## config.mk

```make
export PLATFORM = sky130hd
export DESIGN_NAME = irq_restart_seq
export DESIGN_NICKNAME = d
export VERILOG_FILES = /design/src/rtl/irq_seq_pkg.sv /design/src/rtl/irq_rst_qual.sv /design/src/rtl/irq_edge_latch.sv /design/src/rtl/irq_iff_mode.sv /design/src/rtl/irq_vec_gen.sv /design/src/rtl/irq_restart_seq.sv
export SDC_FILE = /design/constraint.sdc
export NUM_CORES = 1
export LEC_CHECK = 0
export ABC_AREA = 0
export BUFFER_PORTS_ARGS = -buffer_cell sky130_fd_sc_hd__buf_4
export CORE_ASPECT_RATIO = 0.9
export CORE_MARGIN = 5
export CORE_UTILIZATION = 49
export DETAILED_ROUTE_END_ITERATION = 16
export GPL_ROUTABILITY_DRIVEN = 1
export PLACE_DENSITY = 0.79
export SLEW_MARGIN = 20
export SYNTH_ARGS = -nofsm -noshare
export SYNTH_HDL_FRONTEND = slang
export SYNTH_HIERARCHICAL = 1
export SYNTH_SLANG_ARGS = --single-unit
```

## constraint.sdc

```tcl
create_clock -name clk -period 2.1 [get_ports clk]
set_input_delay 0.42 -clock clk [delete_from_list [all_inputs] [get_ports clk]]
set_output_delay 0.42 -clock clk [all_outputs]
set_load 0.01 [all_outputs]
```

## src/rtl/irq_seq_pkg.sv

```systemverilog
`timescale 1ns/1ps
package irq_seq_pkg;
  typedef enum logic [1:0] {
    SQ_IDLE  = 2'd0,
    SQ_GRANT = 2'd1,
    SQ_ACK   = 2'd2,
    SQ_JUMP  = 2'd3
  } sq_state_t;

  localparam logic [1:0] IM_INJECT = 2'd0;
  localparam logic [1:0] IM_FIXED  = 2'd1;
  localparam logic [1:0] IM_TABLE  = 2'd2;
  localparam logic [1:0] IM_BAD    = 2'd3;

  localparam logic [15:0] NMI_TARGET   = 16'h0066;
  localparam logic [15:0] FIXED_TARGET = 16'h0038;
endpackage

```

## src/rtl/irq_rst_qual.sv

```systemverilog
`timescale 1ns/1ps
module irq_rst_qual #(
  parameter int RST_HOLD = 3
) (
  input  logic clk,
  input  logic rst_n,
  output logic srst
);
  localparam int CW = $clog2(RST_HOLD + 1);
  localparam logic [CW-1:0] LAST = CW'(RST_HOLD - 1);
  localparam logic [CW-1:0] SAT  = CW'(RST_HOLD);

  logic [CW-1:0] low_cnt;

  always_ff @(posedge clk) begin
    if (rst_n)              low_cnt <= '0;
    else if (low_cnt != SAT) low_cnt <= low_cnt + 1'b1;
  end

  // reset applies on the RST_HOLD-th consecutive low edge and later
  assign srst = !rst_n && (low_cnt >= LAST);
endmodule

```

## src/rtl/irq_edge_latch.sv

```systemverilog
`timescale 1ns/1ps
module irq_edge_latch (
  input  logic clk,
  input  logic srst,
  input  logic pin_n,
  input  logic take,
  output logic pend
);
  logic prev_q;

  always_ff @(posedge clk) begin
    prev_q <= pin_n;
    if (srst)                 pend <= 1'b0;
    else if (prev_q && !pin_n) pend <= 1'b1;
    else if (take)            pend <= 1'b0;
  end
endmodule

```

## src/rtl/irq_iff_mode.sv

```systemverilog
`timescale 1ns/1ps
module irq_iff_mode
  import irq_seq_pkg::*;
(
  input  logic       clk,
  input  logic       srst,
  input  logic       ie_on,
  input  logic       ie_off,
  input  logic       ie_ret,
  input  logic       take_nmi,
  input  logic       take_int,
  input  logic       mode_wr,
  input  logic [1:0] mode_sel,
  output logic       iff_q,
  output logic [1:0] mode_q
);
  logic save_q;

  always_ff @(posedge clk) begin
    if (srst) begin
      iff_q  <= 1'b0;
      save_q <= 1'b0;
    end else if (take_nmi) begin
      save_q <= iff_q;
      iff_q  <= 1'b0;
    end else if (take_int) begin
      iff_q  <= 1'b0;
    end else if (ie_off) begin
      iff_q  <= 1'b0;
      save_q <= 1'b0;
    end else if (ie_on) begin
      iff_q  <= 1'b1;
      save_q <= 1'b1;
    end else if (ie_ret) begin
      iff_q  <= save_q;
    end
  end

  always_ff @(posedge clk) begin
    if (srst)                             mode_q <= IM_INJECT;
    else if (mode_wr && mode_sel != IM_BAD) mode_q <= mode_sel;
  end
endmodule

```

## src/rtl/irq_vec_gen.sv

```systemverilog
`timescale 1ns/1ps
module irq_vec_gen
  import irq_seq_pkg::*;
#(
  parameter int ADDR_W = 16,
  parameter int BYTE_W = 8
) (
  input  logic [1:0]               mode,
  input  logic [ADDR_W-BYTE_W-1:0] vec_hi,
  input  logic [BYTE_W-1:0]        dbyte,
  output logic [ADDR_W-1:0]        tgt,
  output logic                     inj
);
  logic is_restart;

  always_comb begin
    is_restart = (dbyte[7:6] == 2'b11) && (dbyte[2:0] == 3'b111);
    tgt = '0;
    inj = 1'b0;
    if (mode == IM_TABLE) begin
      tgt = {vec_hi, dbyte};
    end else if (is_restart) begin
      tgt[5:3] = dbyte[5:3];
    end else begin
      tgt[BYTE_W-1:0] = dbyte;
      inj = 1'b1;
    end
  end
endmodule

```

## src/rtl/irq_restart_seq.sv

```systemverilog
`timescale 1ns/1ps
module irq_restart_seq
  import irq_seq_pkg::*;
#(
  parameter int RST_HOLD = 3,
  parameter int ADDR_W   = 16,
  parameter int BYTE_W   = 8,
  localparam int HI_W    = ADDR_W - BYTE_W
) (
  input  logic              clk,
  input  logic              rst_n,
  input  logic              busreq_n,
  input  logic              nmi_n,
  input  logic              int_n,
  input  logic              cyc_end,
  input  logic              instr_end,
  input  logic              halted,
  input  logic              ie_on,
  input  logic              ie_off,
  input  logic              ie_ret,
  input  logic              mode_wr,
  input  logic [1:0]        mode_sel,
  input  logic [HI_W-1:0]   vec_hi,
  output logic              ack_req,
  input  logic              ack_vld,
  input  logic [BYTE_W-1:0] ack_byte,
  output logic              jmp_vld,
  input  logic              jmp_rdy,
  output logic [ADDR_W-1:0] jmp_tgt,
  output logic              jmp_inj,
  output logic              busack_n,
  output logic              bus_hiz,
  output logic              iff_q
);
  sq_state_t          st_q;
  logic               srst;
  logic               nmi_pend;
  logic               cyc_bnd, ins_bnd, idle_live;
  logic               take_bus, take_nmi, take_int;
  logic [1:0]         mode_q, amode_q;
  logic [ADDR_W-1:0]  tgt_q, vec_tgt;
  logic               inj_q, vec_inj;

  irq_rst_qual #(.RST_HOLD(RST_HOLD)) u_rq (
    .clk(clk), .rst_n(rst_n), .srst(srst)
  );

  assign cyc_bnd   = cyc_end | instr_end | halted;
  assign ins_bnd   = instr_end | halted;
  assign idle_live = rst_n && (st_q == SQ_IDLE);
  assign take_bus  = idle_live && cyc_bnd && !busreq_n;
  assign take_nmi  = idle_live && ins_bnd && !take_bus && nmi_pend;
  assign take_int  = idle_live && ins_bnd && !take_bus && !nmi_pend
                     && !int_n && iff_q;

  irq_edge_latch u_nmi (
    .clk(clk), .srst(srst), .pin_n(nmi_n), .take(take_nmi), .pend(nmi_pend)
  );

  irq_iff_mode u_iff (
    .clk(clk), .srst(srst), .ie_on(ie_on), .ie_off(ie_off), .ie_ret(ie_ret),
    .take_nmi(take_nmi), .take_int(take_int), .mode_wr(mode_wr),
    .mode_sel(mode_sel), .iff_q(iff_q), .mode_q(mode_q)
  );

  irq_vec_gen #(.ADDR_W(ADDR_W), .BYTE_W(BYTE_W)) u_vec (
    .mode(amode_q), .vec_hi(vec_hi), .dbyte(ack_byte),
    .tgt(vec_tgt), .inj(vec_inj)
  );

  always_ff @(posedge clk) begin
    if (srst) begin
      st_q    <= SQ_IDLE;
      tgt_q   <= '0;
      inj_q   <= 1'b0;
      amode_q <= IM_INJECT;
    end else if (rst_n) begin
      unique case (st_q)
        SQ_IDLE: begin
          if (take_bus) begin
            st_q <= SQ_GRANT;
          end else if (take_nmi) begin
            st_q  <= SQ_JUMP;
            tgt_q <= ADDR_W'(NMI_TARGET);
            inj_q <= 1'b0;
          end else if (take_int) begin
            amode_q <= mode_q;
            if (mode_q == IM_FIXED) begin
              st_q  <= SQ_JUMP;
              tgt_q <= ADDR_W'(FIXED_TARGET);
              inj_q <= 1'b0;
            end else begin
              st_q <= SQ_ACK;
            end
          end
        end
        SQ_GRANT: if (busreq_n) st_q <= SQ_IDLE;
        SQ_ACK: begin
          if (ack_vld) begin
            st_q  <= SQ_JUMP;
            tgt_q <= vec_tgt;
            inj_q <= vec_inj;
          end
        end
        SQ_JUMP: if (jmp_rdy) st_q <= SQ_IDLE;
        default: st_q <= SQ_IDLE;
      endcase
    end
  end

  assign ack_req  = rst_n && (st_q == SQ_ACK);
  assign jmp_vld  = rst_n && (st_q == SQ_JUMP);
  assign busack_n = !(rst_n && (st_q == SQ_GRANT));
  assign bus_hiz  = !rst_n || (st_q == SQ_GRANT);
  assign jmp_tgt  = tgt_q;
  assign jmp_inj  = inj_q;
endmodule

```

# Yosys cells after proc, flatten, opt, wreduce, memory -nomap -nowiden
# Index checks and enable logic that the tools add are counted.
# op_classes
addsub	1
n_bitwise	5
n_eq_ne	17
mux	34
n_lt_le_gt_ge	1
n_reduce_logical	34
# ops
op	n
16-bit 2-to-1 mux	5
16-bit case mux with 2 select lines	1
1-bit logical AND	16
1-bit 2-to-1 mux	16
8-bit 2-to-1 mux	2
2-bit 2-to-1 mux	7
2-bit != test (second input constant)	7
5-bit AND reduction	2
2-bit equality test (second input constant)	4
2-bit case mux with 4 select lines	1
1-bit zero test	7
6-bit AND reduction	1
2-bit nonzero test	3
2-bit by 1-bit equality test with 1-bit output (second input constant)	2
4-bit != test (second input constant)	1
4-bit OR reduction	1
3-bit equality test (second input constant)	1
3-bit 2-to-1 mux	1
3-bit by 2-bit != test with 1-bit output (second input constant)	1
3-bit != test (second input constant)	1
1-bit OR	3
3-bit nonzero test	1
2-bit by 1-bit adder with 2-bit output (second input constant)	1
2-bit greater-or-equal comparator (second input constant)	1
5 further kinds	6
# totals
input_bits	32
out_inout_bits	22
reg_bits	29

# Longest topological paths before layout
# logic_depth
word_depth	13
ltp_mapped	9
ltp_nobuf	7

# By module
# The synthesis kept the hierarchy.
# by_module_without_submodules
mod	instances	area_each_um2	cells_per_inst	seq_area_each_um2
irq_restart_seq	1	1043.5	115	420.4
irq_vec_gen	1	175.2	21	0.0
irq_iff_mode	1	162.7	18	80.1
irq_rst_qual	1	107.6	12	40.0
irq_edge_latch	1	61.3	5	40.0

# Least setup slack after synthesis
# OpenSTA, ideal clock, no wires.
# synth_timing
path_kind	input to register
start	input rst_n
end	register u_iff.save_q
t_arrival_ns	1.745
path_slack_ns	0.280
stages	7
path_cell_list	buf_2 -> nand4bb_4 -> or4_1 -> inv_1 -> inv_1 -> a211o_1 -> o22ai_1
# synth_via
elab_chain_len	10
# synth_lines
item	line_no	text
start: declaration	irq_restart_seq.sv:11	input logic rst_n,
1-bit logical AND *	irq_restart_seq.sv:50	assign idle_live = rst_n && (st_q == SQ_IDLE);
1-bit logical AND (2 in series)	irq_restart_seq.sv:51	assign take_bus = idle_live && cyc_bnd && !busreq_n;
1-bit zero test	irq_restart_seq.sv:53	assign take_int = idle_live && ins_bnd && !take_bus && !nmi_pend
1-bit logical AND * (2 in series)	irq_restart_seq.sv:53	
1-bit logical AND * (2 in series)	irq_restart_seq.sv:54	&& !int_n && iff_q;
named net take_int	irq_restart_seq.sv:39	logic take_bus, take_nmi, take_int;
2-bit != test (no line) *	--	
2-bit AND reduction (no line) *	--	
end signal: assignment	irq_iff_mode.sv:24	save_q <= iff_q;
end: declaration	irq_iff_mode.sv:17	logic save_q;
# The timed path passes the listed nets; every way through them passes the cells marked *.
# A chain may end at the register's enable or synchronous reset.

# Final worst setup path
# layout_timing
start	register st_q[1]
end	register u_iff.save_q
# layout_via
elab_chain_len	11
# layout_lines
item	line_no	text
start: declaration	irq_restart_seq.sv:35	sq_state_t st_q;
start signal: assignment	irq_restart_seq.sv:73	st_q <= SQ_IDLE;
start signal: assignment	irq_restart_seq.sv:81	st_q <= SQ_GRANT;
start signal: assignment	irq_restart_seq.sv:83	st_q <= SQ_JUMP;
2-bit zero test *	irq_restart_seq.sv:50	
1-bit logical AND *	irq_restart_seq.sv:50	
1-bit logical AND (2 in series)	irq_restart_seq.sv:51	
1-bit zero test	irq_restart_seq.sv:53	
1-bit logical AND * (2 in series)	irq_restart_seq.sv:53	
1-bit logical AND * (2 in series)	irq_restart_seq.sv:54	
named net take_int	irq_restart_seq.sv:39	
2-bit != test (no line) *	--	
2-bit AND reduction (no line) *	--	
# Marked as above.

==> run_results.csv <==
group,metric,value,unit
run_status,run_status,"complete, no violations",
worst_setup_path,cp_max_fo,8,
logic_synthesis,netlist_area,0.00155,mm^2
worst_setup_path,path_class,"register to register",
clocking,cts_buffers,5,
logic_synthesis,synth_mux_area_share,2.66,%
layout,fin_area,0.00200,mm^2
min_path,hp-class,"input port to register",
logic_synthesis,synth_warnings,6,
timing,rsz0062_at_grt,"no",
logic_synthesis,ys_seq_elements,29,
place,port_buffers,53,
logic_synthesis,avgSynthCellArea,9.07,um^2
clocking,post-cts-setup-buffers,0,
timing,slew_headroom,67.5,%
logic_synthesis,synth-compound-area-share,22.6,%
logic_synthesis,ys.flop_type,"dfxtp_1",
logic_synthesis,async_flop_share,0,%
layout,final_util,65.8,%
floorplanning,chipHeight,63.4,um
worst_setup_path,startpoint_type,"register",
routing,viasPerCell,5.42,
floorplanning,rows,19,
grt,grt_max_degree,18,
timing,fin_tns_setup,0,ns
grt,antenna_found_initial,0,
logic_synthesis,synth.cells.most_frequent,"29 x dfxtp_1, 14 x nand2_1, 11 x inv_1, 11 x nand4_1, 11 x nor2_1",
clocking,clock_latency,0.33,ns
logic_synthesis,synth.most_common_cell,"dfxtp_1",
clocking,clk_path_buf_depth,2,
logic_synthesis,synth_largest_area_cell,"dfxtp_1",
place,place_area,0.00195,mm^2
clocking,clk_pin_slew,0.08,ns
timing,tightest_slew,0.487,ns
layout,syn2layout_area_growth,29.2,%
worst_setup_path,arrival,2.11,ns
logic_synthesis,netlist.area_leader.share,37.4,%
logic_synthesis,synth_fa_ha_area_share,1.61,%
logic_synthesis,synthTopCellsByArea,"dfxtp_1 37%, o21ai_2 5.6%, nand4_1 4.4%",
grt,track_usage,18.6,%
routing,post_drt_wl_per_cell,14.4,um
logic_synthesis,yosys.area_share.xor_xnor,0.565,%
flow_run,maxCapViolCount,0,
logic_synthesis,synth.distinct_cells,49,
logic_synthesis,syn_inst,171,
grt,grt_overflow,0,
logic_synthesis,synthSimpleGateAreaFrac,26.6,%
logic_synthesis,ys_seq_area_share,37.4,%
routing,drc,0,
timing,fmax,541,MHz
timing,slew_violations,0,
clocking,cts-root-buf,"clkbuf_4",
routing,drt_iter0_markers,107,
power_and_ir_drop,p_per_area,882,mW/mm^2
floorplanning,coreArea,0.00304,mm^2
clocking,cts.repair.resized,0,
power_and_ir_drop,finalPower,1.77,mW
place,gp_congestion,0.796,
routing,vias,1446,
worst_setup_path,critical_path_required,2.36,ns
worst_setup_path,cp-end-kind,"register",
timing,period_share,88.1,%
grt,grt_pass1_wl,6570,um
timing,skew,0.00298,ns
power_and_ir_drop,vdd.ir_drop.worst,0.569,mV
timing,hold_violations,0,
clocking,hold_buffers,0,
routing,ant_nets,0,
layout,nNetsFinal,258,
logic_synthesis,synth_top_family_by_area,"simple AND/OR/NAND/NOR gates",
timing,fin_crit,1.85,ns
layout,layout-drive-gt1-share,37.3,%
clocking,cts_tree,"built",
logic_synthesis,syn_nets,205,
floorplanning,die_area,0.00439,mm^2
clocking,cts_sinks,29,
floorplanning,fp.dieW,69.3,um
layout,diodes,0,
routing,wl,3840,um
grt,grt_pass1_vias,1435,
place,dp.final_hpwl,3000,um
logic_synthesis,synth-edff-count,0,
clocking,htree_levels,2,
routing,first_pass_iters,4,
floorplanning,boundaryPins,54,
timing,setup_viol,0,
power_and_ir_drop,p_leak,0.875,nW
floorplanning,start_util,50.9,%
-- cell families (layout without fill, tap and decap cells) --
family	Yosys count	count (layout)
multiplexers	4	4
buffers and inverters	24	78
XOR/XNOR	1	1
AND/OR/NAND/NOR	68	68
AO/OA/AOI/OAI	43	43
adder cells (fa/ha/maj)	2	2
flip-flops	29	29
-- cell usage in the layout (no fill, tap or decap), types with 3 or more instances in the layout --
cell      instances
buf_4            59
dfxtp_1          29
nand2_1          14
inv_1            11
nor2_1           11
nand4_1          11
o21ai_2          10
and2_1            9
a211oi_1          5
clkbuf_4          5
nor3_1            4
o31a_1            4
nand2b_1          3
o21ai_0           3
mux2i_1           3
a221oi_1          3
clkbuf_1          3
-- stage by stage --
stage / setup slack (ns) / instances / hold slack [ns]
after floorplan: 0.280 / 171 / 0.448
after global placement: 0.245 / 259 / 0.451
after detailed placement: 0.190 / 259 / 0.451
after CTS: 0.270 / 267 / 0.182
after global routing: 0.147 / 267 / 0.170
final: 0.250 / 267 / 0.194
-- registers in the layout, indices dropped and copies added, names as in the netlist --
register,flops
amode_q,2
jmp_inj,1
jmp_tgt,16
st_q,2
u_iff/iff_q,1
u_iff/mode_q,2
u_iff/save_q,1
u_nmi/pend,1
u_nmi/prev_q,1
u_rq/low_cnt,2
-- cell type report --
class | count | area, um^2
Timing Repair Buffer | 59 | 443
Fill cell | 297 | 1040
Tap cell | 42 | 52.6
Clock buffer | 8 | 48.8
Sequential cell | 29 | 581
Multi-Input combinational cell | 118 | 837
Inverter | 11 | 41.3
-- path summary, 6_finish.rpt --
kind,start,end,slack (ns),cells past startpoint
worst max-delay path,st_q[1]$_SDFFE_PP0P_,u_iff/save_q$_SDFFE_PP0P_,0.25,6
worst min-delay path,nmi_n,u_nmi/prev_q$_DFF_P_,0.19,1
worst max register to register,st_q[1]$_SDFFE_PP0P_,u_iff/save_q$_SDFFE_PP0P_,0.25,6
worst min register to register,jmp_tgt[1]$_SDFFE_PP0P_,jmp_tgt[1]$_SDFFE_PP0P_,0.46,2
-- routing by layer --
metal / track usage (%) / vias up / wire [um]
met5: 0 / - / 0
met4: 6.59 / 0 / 55
met3: 6.68 / 6 / 242
met2: 31.8 / 43 / 1980
met1: 21.3 / 679 / 1560
li1: - / 718 / -
-- report_power, final --
part           internal [mW]  switching (mW)
registers              0.669          0.0988
clock network          0.133           0.181
logic                  0.342           0.344
total                   1.14           0.624
-- worst max-delay path: stages, from the launching register on --
cell and delay (ns):
dfxtp_1 0.40, nand4bb_4 0.27, or4_1 0.56, inv_1 0.11
inv_1 0.06, a211o_1 0.28, o22ai_1 0.10
(Power assumes the default switching activity.)
